**config.mk**
```make
export PLATFORM = sky130hd
export DESIGN_NAME = rb_dsmul
export DESIGN_NICKNAME = d
export VERILOG_FILES = /design/src/rtl/rb_mul_pkg.sv /design/src/rtl/rb_bshift.sv /design/src/rtl/rb_acc_cell.sv /design/src/rtl/rb_digit_ctrl.sv /design/src/rtl/rb_dsmul.sv
export SDC_FILE = /design/constraint.sdc
export NUM_CORES = 1
export LEC_CHECK = 0
export BUFFER_PORTS_ARGS = -buffer_cell sky130_fd_sc_hd__buf_2
export CELL_PAD_IN_SITES_DETAIL_PLACEMENT = 2
export CELL_PAD_IN_SITES_GLOBAL_PLACEMENT = 2
export CORE_AREA = 2 2 76 78
export DETAILED_ROUTE_END_ITERATION = 10
export DIE_AREA = 0 0 78 80
export PLACE_DENSITY = 0.83
export SETUP_SLACK_MARGIN = 0.15
export SLEW_MARGIN = 20
export SYNTH_ARGS = -nofsm -noshare
export SYNTH_HDL_FRONTEND = slang
export SYNTH_SLANG_ARGS = --single-unit
```
**constraint.sdc**
```tcl
create_clock -name clk -period 3.5 [get_ports clk]
set_clock_uncertainty 0.2 [all_clocks]
set_input_delay 0.175 -clock clk [delete_from_list [all_inputs] [get_ports clk]]
set_output_delay 0.175 -clock clk [all_outputs]
set_load 0.005 [all_outputs]
```
**src/rtl/rb_mul_pkg.sv**
```systemverilog
package rb_mul_pkg;

   // Number of W-wide digits that cover N coordinates.
   function automatic int digit_count(input int n, input int w);
      return (n + w - 1) / w;
   endfunction

   // Bits needed to count digit positions 0 .. d-1.
   function automatic int count_bits(input int d);
      return (d > 1) ? $clog2(d) : 1;
   endfunction

endpackage

```
**src/rtl/rb_bshift.sv**
```systemverilog
module rb_bshift #(
   parameter int N = 11,
   parameter int W = 3
) (
   input  logic         clk,
   input  logic         rst_n,
   input  logic         load,
   input  logic         shift,
   input  logic [N-1:0] b_in,
   output logic [N-1:0] breg
);
   localparam int S = W % N;

   logic [N-1:0] rot;

   generate
      if (S == 0) begin : g_norot
         assign rot = breg;
      end else begin : g_rot
         // new[idx] = old[(idx - S) mod N]
         assign rot = {breg[N-S-1:0], breg[N-1:N-S]};
      end
   endgenerate

   always_ff @(posedge clk or negedge rst_n) begin
      if (!rst_n)      breg <= '0;
      else if (load)   breg <= b_in;
      else if (shift)  breg <= rot;
   end

   // a rotation moves coordinates, it never creates or drops ones
   a_r3_rotation_keeps_weight: assert property (@(posedge clk) disable iff (!rst_n)
      (shift && !load) |=> ($countones(breg) == $countones($past(breg))));

endmodule

```
**src/rtl/rb_acc_cell.sv**
```systemverilog
module rb_acc_cell #(
   parameter int N = 11,
   parameter int W = 3,
   parameter int K = 0
) (
   input  logic         clk,
   input  logic         rst_n,
   input  logic         clr,
   input  logic         en,
   input  logic [W-1:0] digit_m,
   input  logic [N-1:0] breg,
   output logic         q
);
   logic [W-1:0] pp;

   // Partial product for digit bit t uses B coordinate (K - t) mod N.
   generate
      for (genvar t = 0; t < W; t++) begin : g_and
         localparam int IDX = (K + N * W - t) % N;
         assign pp[t] = digit_m[t] & breg[IDX];
      end
   endgenerate

   always_ff @(posedge clk or negedge rst_n) begin
      if (!rst_n)   q <= 1'b0;
      else if (clr) q <= 1'b0;
      else if (en)  q <= q ^ (^pp);
   end

endmodule

```
**src/rtl/rb_digit_ctrl.sv**
```systemverilog
module rb_digit_ctrl
   import rb_mul_pkg::*;
#(
   parameter int N = 11,
   parameter int W = 3
) (
   input  logic         clk,
   input  logic         rst_n,
   input  logic         start,
   input  logic         a_valid,
   input  logic [W-1:0] a_digit,
   output logic         step,
   output logic [W-1:0] digit_m,
   output logic         done
);
   localparam int D  = digit_count(N, W);
   localparam int CW = count_bits(D);

   logic          busy;
   logic [CW-1:0] cnt;

   assign step = busy && a_valid && !start;

   // Zero-pad coordinates that lie past index N-1.
   always_comb begin
      for (int t = 0; t < W; t++) begin
         digit_m[t] = a_digit[t] && ((int'(cnt) * W + t) < N);
      end
   end

   always_ff @(posedge clk or negedge rst_n) begin
      if (!rst_n) begin
         busy <= 1'b0;
         cnt  <= '0;
         done <= 1'b0;
      end else if (start) begin
         busy <= 1'b1;
         cnt  <= '0;
         done <= 1'b0;
      end else if (step) begin
         if (int'(cnt) == D - 1) begin
            busy <= 1'b0;
            cnt  <= '0;
            done <= 1'b1;
         end else begin
            cnt  <= cnt + 1'b1;
            done <= 1'b0;
         end
      end else begin
         done <= 1'b0;
      end
   end

   // completion is a single-cycle pulse
   a_r7_done_single: assert property (@(posedge clk) disable iff (!rst_n)
      done |=> !done);

   // completion only follows a consumed digit
   a_r7_done_after_step: assert property (@(posedge clk) disable iff (!rst_n)
      done |-> $past(step));

   // a cycle without a valid digit leaves the digit position alone
   a_r6_stall_holds_count: assert property (@(posedge clk) disable iff (!rst_n)
      (!a_valid && !start) |=> $stable(cnt));

   // no digit is consumed while idle
   a_r8_idle_no_step: assert property (@(posedge clk) disable iff (!rst_n)
      (!busy && !start) |-> !step);

endmodule

```
**src/rtl/rb_dsmul.sv**
```systemverilog
module rb_dsmul
   import rb_mul_pkg::*;
#(
   parameter int N = 11,
   parameter int W = 3
) (
   input  logic         clk,
   input  logic         rst_n,
   input  logic         start,
   input  logic [N-1:0] b_in,
   input  logic [W-1:0] a_digit,
   input  logic         a_valid,
   output logic [N-1:0] prod,
   output logic         done
);
   generate
      if (N < 3) begin : g_chk_n
         $error("rb_dsmul: N must be at least 3");
      end
      if (W < 1 || W > N) begin : g_chk_w
         $error("rb_dsmul: W must lie in 1..N");
      end
   endgenerate

   logic         step;
   logic [W-1:0] digit_m;
   logic [N-1:0] breg;

   rb_digit_ctrl #(.N(N), .W(W)) u_ctrl (
      .clk     (clk),
      .rst_n   (rst_n),
      .start   (start),
      .a_valid (a_valid),
      .a_digit (a_digit),
      .step    (step),
      .digit_m (digit_m),
      .done    (done)
   );

   rb_bshift #(.N(N), .W(W)) u_bsr (
      .clk   (clk),
      .rst_n (rst_n),
      .load  (start),
      .shift (step),
      .b_in  (b_in),
      .breg  (breg)
   );

   generate
      for (genvar k = 0; k < N; k++) begin : g_cell
         rb_acc_cell #(.N(N), .W(W), .K(k)) u_cell (
            .clk     (clk),
            .rst_n   (rst_n),
            .clr     (start),
            .en      (step),
            .digit_m (digit_m),
            .breg    (breg),
            .q       (prod[k])
         );
      end
   endgenerate

   // start empties every accumulator
   a_r2_start_clears: assert property (@(posedge clk) disable iff (!rst_n)
      start |=> (prod == '0));

   // without start or a consumed digit the product holds
   a_r8_prod_hold: assert property (@(posedge clk) disable iff (!rst_n)
      (!start && !step) |=> $stable(prod));

   // outputs are quiet out of reset
   a_r1_reset_state: assert property (@(posedge clk)
      $rose(rst_n) |-> (prod == '0 && !done));

endmodule

```
After elaboration in Yosys (flattened, before gate mapping)
Cells that the tools add are included.
{"block": "totals", "ff_bits": 26, "input_bits": 18, "out_inout_bits": 12, "wordCells": 120}
{"block": "classes", "addsub": 3, "n_mul": 1, "n_lt_le_gt_ge": 3, "n_eq_ne": 1, "n_mux": 33, "bitwise": 44, "reduce_logical": 20}
{"op": "$lt A32 B5 Y1 const B", "count": 3}
{"op": "$and A1 B1 Y1", "count": 33}
{"op": "$reduce_xor A3 Y1", "count": 11}
{"op": "$add A32 B2 Y32 const B", "count": 1}
{"op": "$add A32 B3 Y32 const B", "count": 1}
{"op": "$mux W1", "count": 28}
{"op": "$mux W11", "count": 2}
{"op": "$xor A1 B1 Y1", "count": 11}
{"op": "$mux W2", "count": 3}
{"op": "$logic_and A1 B1 Y1", "count": 5}
{"op": "$mul A2 B2 Y4 const B", "count": 1}
{"op": "$reduce_bool A2 Y1", "count": 2}
{"op": "$add A2 B1 Y2 const B", "count": 1}
{"op": "$eq A2 B1 Y1 const B", "count": 1}
{"op": "$reduce_and A2 Y1", "count": 1}
{"op": "$logic_not A1 Y1", "count": 1}

Longest topological paths before layout
{"block": "logic_depth", "ltp_word": 9, "depth_mapped": 8}

Modules after synthesis
A second synthesis with hierarchy kept.
{"block": "hier_totals", "cells_unflattened": 174, "hier_area_um2": 1667.8}
{"module": "rb_acc_cell", "instances": 11, "cells_per_inst": 9, "area_per_inst_um2": 82.6}
{"module": "rb_bshift", "instances": 1, "cells_per_inst": 47, "area_per_inst_um2": 503.0}
{"module": "rb_digit_ctrl", "instances": 1, "cells_per_inst": 28, "area_per_inst_um2": 256.5}

Least setup slack after synthesis
Ideal clock, no wire load.
{"block": "synth_path", "kind": "reg2reg", "start": "register u_ctrl.cnt[0]", "end": "register g_cell[0].u_cell.q", "arrival_time_ps": 1937, "t_required_ps": 3172, "slack_ps": 1235, "stages_incl_launch_ff": 9, "path_buffers": 1, "path_cell_list": "dfrtp_1 inv_1 ha_1 nand2b_1 a32o_1 buf_2 a21o_1 mux2i_1 mux2_1"}
{"block": "synth_via", "elab_chain_cells": 9, "elab_cells_between_ends": 16}
{"item": "start, declared", "line": "rb_digit_ctrl.sv:20", "rtl": "logic [CW-1:0] cnt;"}
{"item": "start signal, assigned", "line": "rb_digit_ctrl.sv:46", "rtl": "cnt <= cnt + 1'b1;"}
{"item": "$mul A2 B2 Y4 *", "line": "rb_digit_ctrl.sv:27", "rtl": "digit_m[t] = a_digit[t] && ((int'(cnt) * W + t) < N);"}
{"item": "$add A32 B2 Y32 / $add A32 B3 Y32 (equally long branches)", "line": "rb_digit_ctrl.sv:27"}
{"item": "$lt A32 B5 Y1", "line": "rb_digit_ctrl.sv:27"}
{"item": "$logic_and A1 B1 Y1", "line": "rb_digit_ctrl.sv:27"}
{"item": "$and A1 B1 Y1", "line": "rb_acc_cell.sv:20", "rtl": "assign pp[t] = digit_m[t] & breg[IDX];"}
{"item": "$reduce_xor A3 Y1 *", "line": "rb_acc_cell.sv:27", "rtl": "else if (en) q <= q ^ (^pp);"}
{"item": "$xor A1 B1 Y1 *", "line": "rb_acc_cell.sv:27"}
{"item": "$mux W1 *", "line": "rb_acc_cell.sv:27"}
{"item": "$mux W1 *", "line": "rb_acc_cell.sv:26", "rtl": "else if (clr) q <= 1'b0;"}
{"item": "end signal, assigned", "line": "rb_acc_cell.sv:27"}
{"item": "end, declared", "line": "rb_acc_cell.sv:12", "rtl": "output logic q"}
Mark *: on every way between the ends. The rest lies on a longest branch, timed or not. The select of a mux whose other input is x is not followed.
A chain may end at the register's enable or synchronous reset.

Final worst setup path
Same ends and word-level chain as after synthesis.

==> flow_metrics.env <==
export IMPL_synth_mux_area_share_pct=17.7
export IMPL_cpPeakStageDelay_ns=0.74
export IMPL_drc_errors=0
export IMPL_worstSetupPathType="reg -> reg"
export IMPL_synth_top_family_by_area="simple AND/OR/NAND/NOR gates"
export IMPL_tightest_slew_ns=1.04
export IMPL_cap_violations=0
export IMPL_fin_crit_ns=2.89
export IMPL_ys_types=24
export IMPL_fmax_mhz=347
export IMPL_die_x_um=78
export IMPL_async_flop_share_pct=100
export IMPL_die_h_um=80
export IMPL_nets=262
export IMPL_synth_xor_area_share_pct=4.96
export IMPL_rsz0062_at_grt="no"
export IMPL_clkLatencyLatePin_ns=0.27
export IMPL_syn2layout_area_growth_pct=13.6
export IMPL_seq_power_share_pct=48.5
export IMPL_slew_headroom_pct=31.0
export IMPL_synth_ff_type="dfrtp_1"
export IMPL_post_cts_resized=0
export IMPL_gp_congestion=0.739
export IMPL_yosys_cell_count_top_type="nand2_1"
export IMPL_cpMaxStageDelayCell="a32o_1"
export IMPL_grt_max_degree=49
export IMPL_htree_levels=1
export IMPL_gr_total_overflow=0
export IMPL_io_buffers=29
export IMPL_yosys_area_top_type="dfrtp_1"
export IMPL_cts_root_buf="clkbuf_8"
export IMPL_numCtsBuffers=3
export IMPL_yosys_area_top_type_share_pct=33.5
export IMPL_synthAdderAreaFrac_pct=2.58
export IMPL_p_comb_share_pct=29.3
export IMPL_synth_nets=239
export IMPL_p_sw_mw=0.262
export IMPL_timing_setup_tns_ns=0
export IMPL_required_ns=3.45
export IMPL_netSwitchingFraction_pct=33.5
export IMPL_synth_area_leaders="dfrtp_1 (33%), mux2i_1 (11%), nand2_1 (6.8%), mux2_1 (5.8%), nor2_4 (5.8%)"
export IMPL_antenna_found_initial=0
export IMPL_yosys_area_share_simple_pct=24.5
export IMPL_clk_pin_slew_ns=0.10
export IMPL_grt_total_usage_pct=19.8
export IMPL_fin_crit_sh_pct=82.4
export IMPL_setup_viol=0
export IMPL_synth_edff_count=0
export IMPL_first_iter_violations=55
export IMPL_initial_core_util_pct=35.9
export IMPL_vias=1623
export IMPL_diodes=0
export IMPL_hold_path_class="in -> async"
export IMPL_startpoint_type="flop"
export IMPL_p_per_area_mw_per_mm2=354
export IMPL_critPathTopFamily="compound AO/OA/AOI/OAI gates"
export IMPL_power_internal_mw=0.520
export IMPL_core_area_mm2=0.00541
export IMPL_final_hold_viol_count=0
export IMPL_place_hpwl_um=3580
export IMPL_syn_cell_area_mm2=0.00194
export IMPL_cts_buffer_depth=2
export IMPL_drt_wirelength_per_cell_um=18.7
export IMPL_clock_power_share_pct=22.1
export IMPL_rows=27
export IMPL_avgViaCountPerCell=5.24
export IMPL_setup_worst_path_end_class="flop"
export IMPL_cts_sinks=26
export IMPL_ys_seq_area_share_pct=33.5
export IMPL_yosys_top_cells_count="nand2_1 (35), dfrtp_1 (26), mux2i_1 (22)"
export IMPL_crit_buf_inv=1
export IMPL_wl_um=5810
export IMPL_ir_drop_mv=0.212
export IMPL_slew_viol_final=0
export IMPL_worst_path_max_fanout=22
export IMPL_grt_pass1_vias=1749
export IMPL_grt_pass1_wl_um=9510
export IMPL_netlist_instances=217
export IMPL_detail_route_antenna_nets=0
export IMPL_dp_cells=295
export IMPL_path_cells="inv_1, ha_1, nand2b_1, a32o_1, nand4_1, mux2i_1, mux2_1"
export IMPL_synth_compound_area_share_pct=8.56
export IMPL_crit_arrival_ns=2.84
export IMPL_dieArea_mm2=0.00624
export IMPL_tritoncts="yes"
export IMPL_timing_hold_ws_ns=0.277
export IMPL_drive_gt1_share_pct=18.9
export IMPL_yosys_warnings=0
export IMPL_synth_seq_cells=26
export IMPL_avgSynthCellArea_um2=8.95
export IMPL_final_cells=310
export IMPL_io_pins=30
export IMPL_power_leakage_nw=1.11
export IMPL_num_fill_cells=607
export IMPL_outcome="completed"
export IMPL_firstDrtPassIters=4
-- flip-flops by register name, summed over array words and instances (netlist names) --
| register | flops |
|---|---|
| g_cell.u_cell.q | 11 |
| u_bsr.breg | 11 |
| u_ctrl.cnt | 2 |
| u_ctrl.busy | 1 |
| u_ctrl.done | 1 |
-- power groups by stage --
| stage | sequential (mW) | combinational (mW) | clock (mW) |
|---|---|---|---|
| after floorplan | 0.367 | 0.175 | 0 |
| after global placement | 0.380 | 0.204 | 0 |
| after detailed placement | 0.383 | 0.214 | 0 |
| after CTS | 0.377 | 0.227 | 0.177 |
| after global routing | 0.385 | 0.255 | 0.189 |
| final | 0.380 | 0.229 | 0.173 |
-- cells by family (layout without fill, tap and decap cells) --
family / count (synthesis) / after routing
xor gates and xnor gates: 11 / 11
buffers and inverters: 28 / 49
AOI/OAI and AO/OA: 26 / 26
adders and majority gates: 4 / 4
muxes: 33 / 33
and+or+nand+nor: 89 / 89
DFF: 26 / 26
-- cells in the final DEF (no fill, tap or decap), drive strengths merged --
cell type | Yosys | final
a22o | 1 | 1
o21ai | 11 | 11
clkbuf | 9 | 3
a21oi | 2 | 2
nor2 | 27 | 27
inv | 3 | 3
buf | 16 | 31
nand2 | 35 | 35
nor2b | 13 | 13
mux2i | 22 | 22
nor3 | 1 | 1
a21o | 11 | 11
a32o | 1 | 1
dlygate4sd3 | 0 | 12
xor2 | 11 | 11
ha | 4 | 4
dfrtp | 26 | 26
nor3b | 1 | 1
nand2b | 1 | 1
mux2 | 11 | 11
nand4 | 11 | 11
-- what timing repair did --
action,in CTS,in global routing
buffers inserted,0,0
hold endpoints to repair,37,0
hold buffers,12,0
-- metal layers --
layer | up-vias | wire, µm | track usage [%]
li1 | 761 | - | -
met1 | 839 | 2540 | 24.6
met2 | 19 | 3140 | 37.2
met3 | 4 | 95 | 1.47
met4 | 0 | 39 | 4.74
met5 | - | 0 | 0
-- final cells by class --
| class | instances | area [µm²] | area share (%) |
|---|---|---|---|
| Multi-Input combinational cell | 163 | 1130 | 51.4 |
| Timing Repair Buffer | 43 | 280 | 12.7 |
| Clock buffer | 3 | 41.3 | 1.87 |
| Tap cell | 72 | 90.1 | 4.08 |
| Sequential cell | 26 | 651 | 29.5 |
| Inverter | 3 | 11.3 | 0.510 |
-- metrics by stage --
step	utilization, %	total power [mW]	instance area, µm²	setup WS, ns
2_1_floorplan	-	0.542	1940	1.24
3_3_place_gp	37.8	0.584	2050	0.751
3_5_place_dp	37.8	0.597	2050	0.651
4_1_cts	40.8	0.781	2210	0.651
5_1_grt	40.8	0.828	2210	0.403
6_report	40.8	0.782	2210	0.615
-- path summary, 6_finish.rpt --
path	startpoint	end	slack, ns	depth (start not counted)
max in group asynchronous	rst_n	u_bsr.breg[10]	2.40	2
hold / removal	rst_n	g_cell[7].u_cell.q	0.28	2
min in group clk	start	u_ctrl.cnt[0]	0.30	2
hold reg to reg	g_cell[0].u_cell.q	g_cell[0].u_cell.q	0.43	2
setup reg to reg	u_ctrl.cnt[0]	g_cell[0].u_cell.q	0.61	7
setup / recovery	u_ctrl.cnt[0]	g_cell[0].u_cell.q	0.61	7
Power figures use the tool's default switching activity.
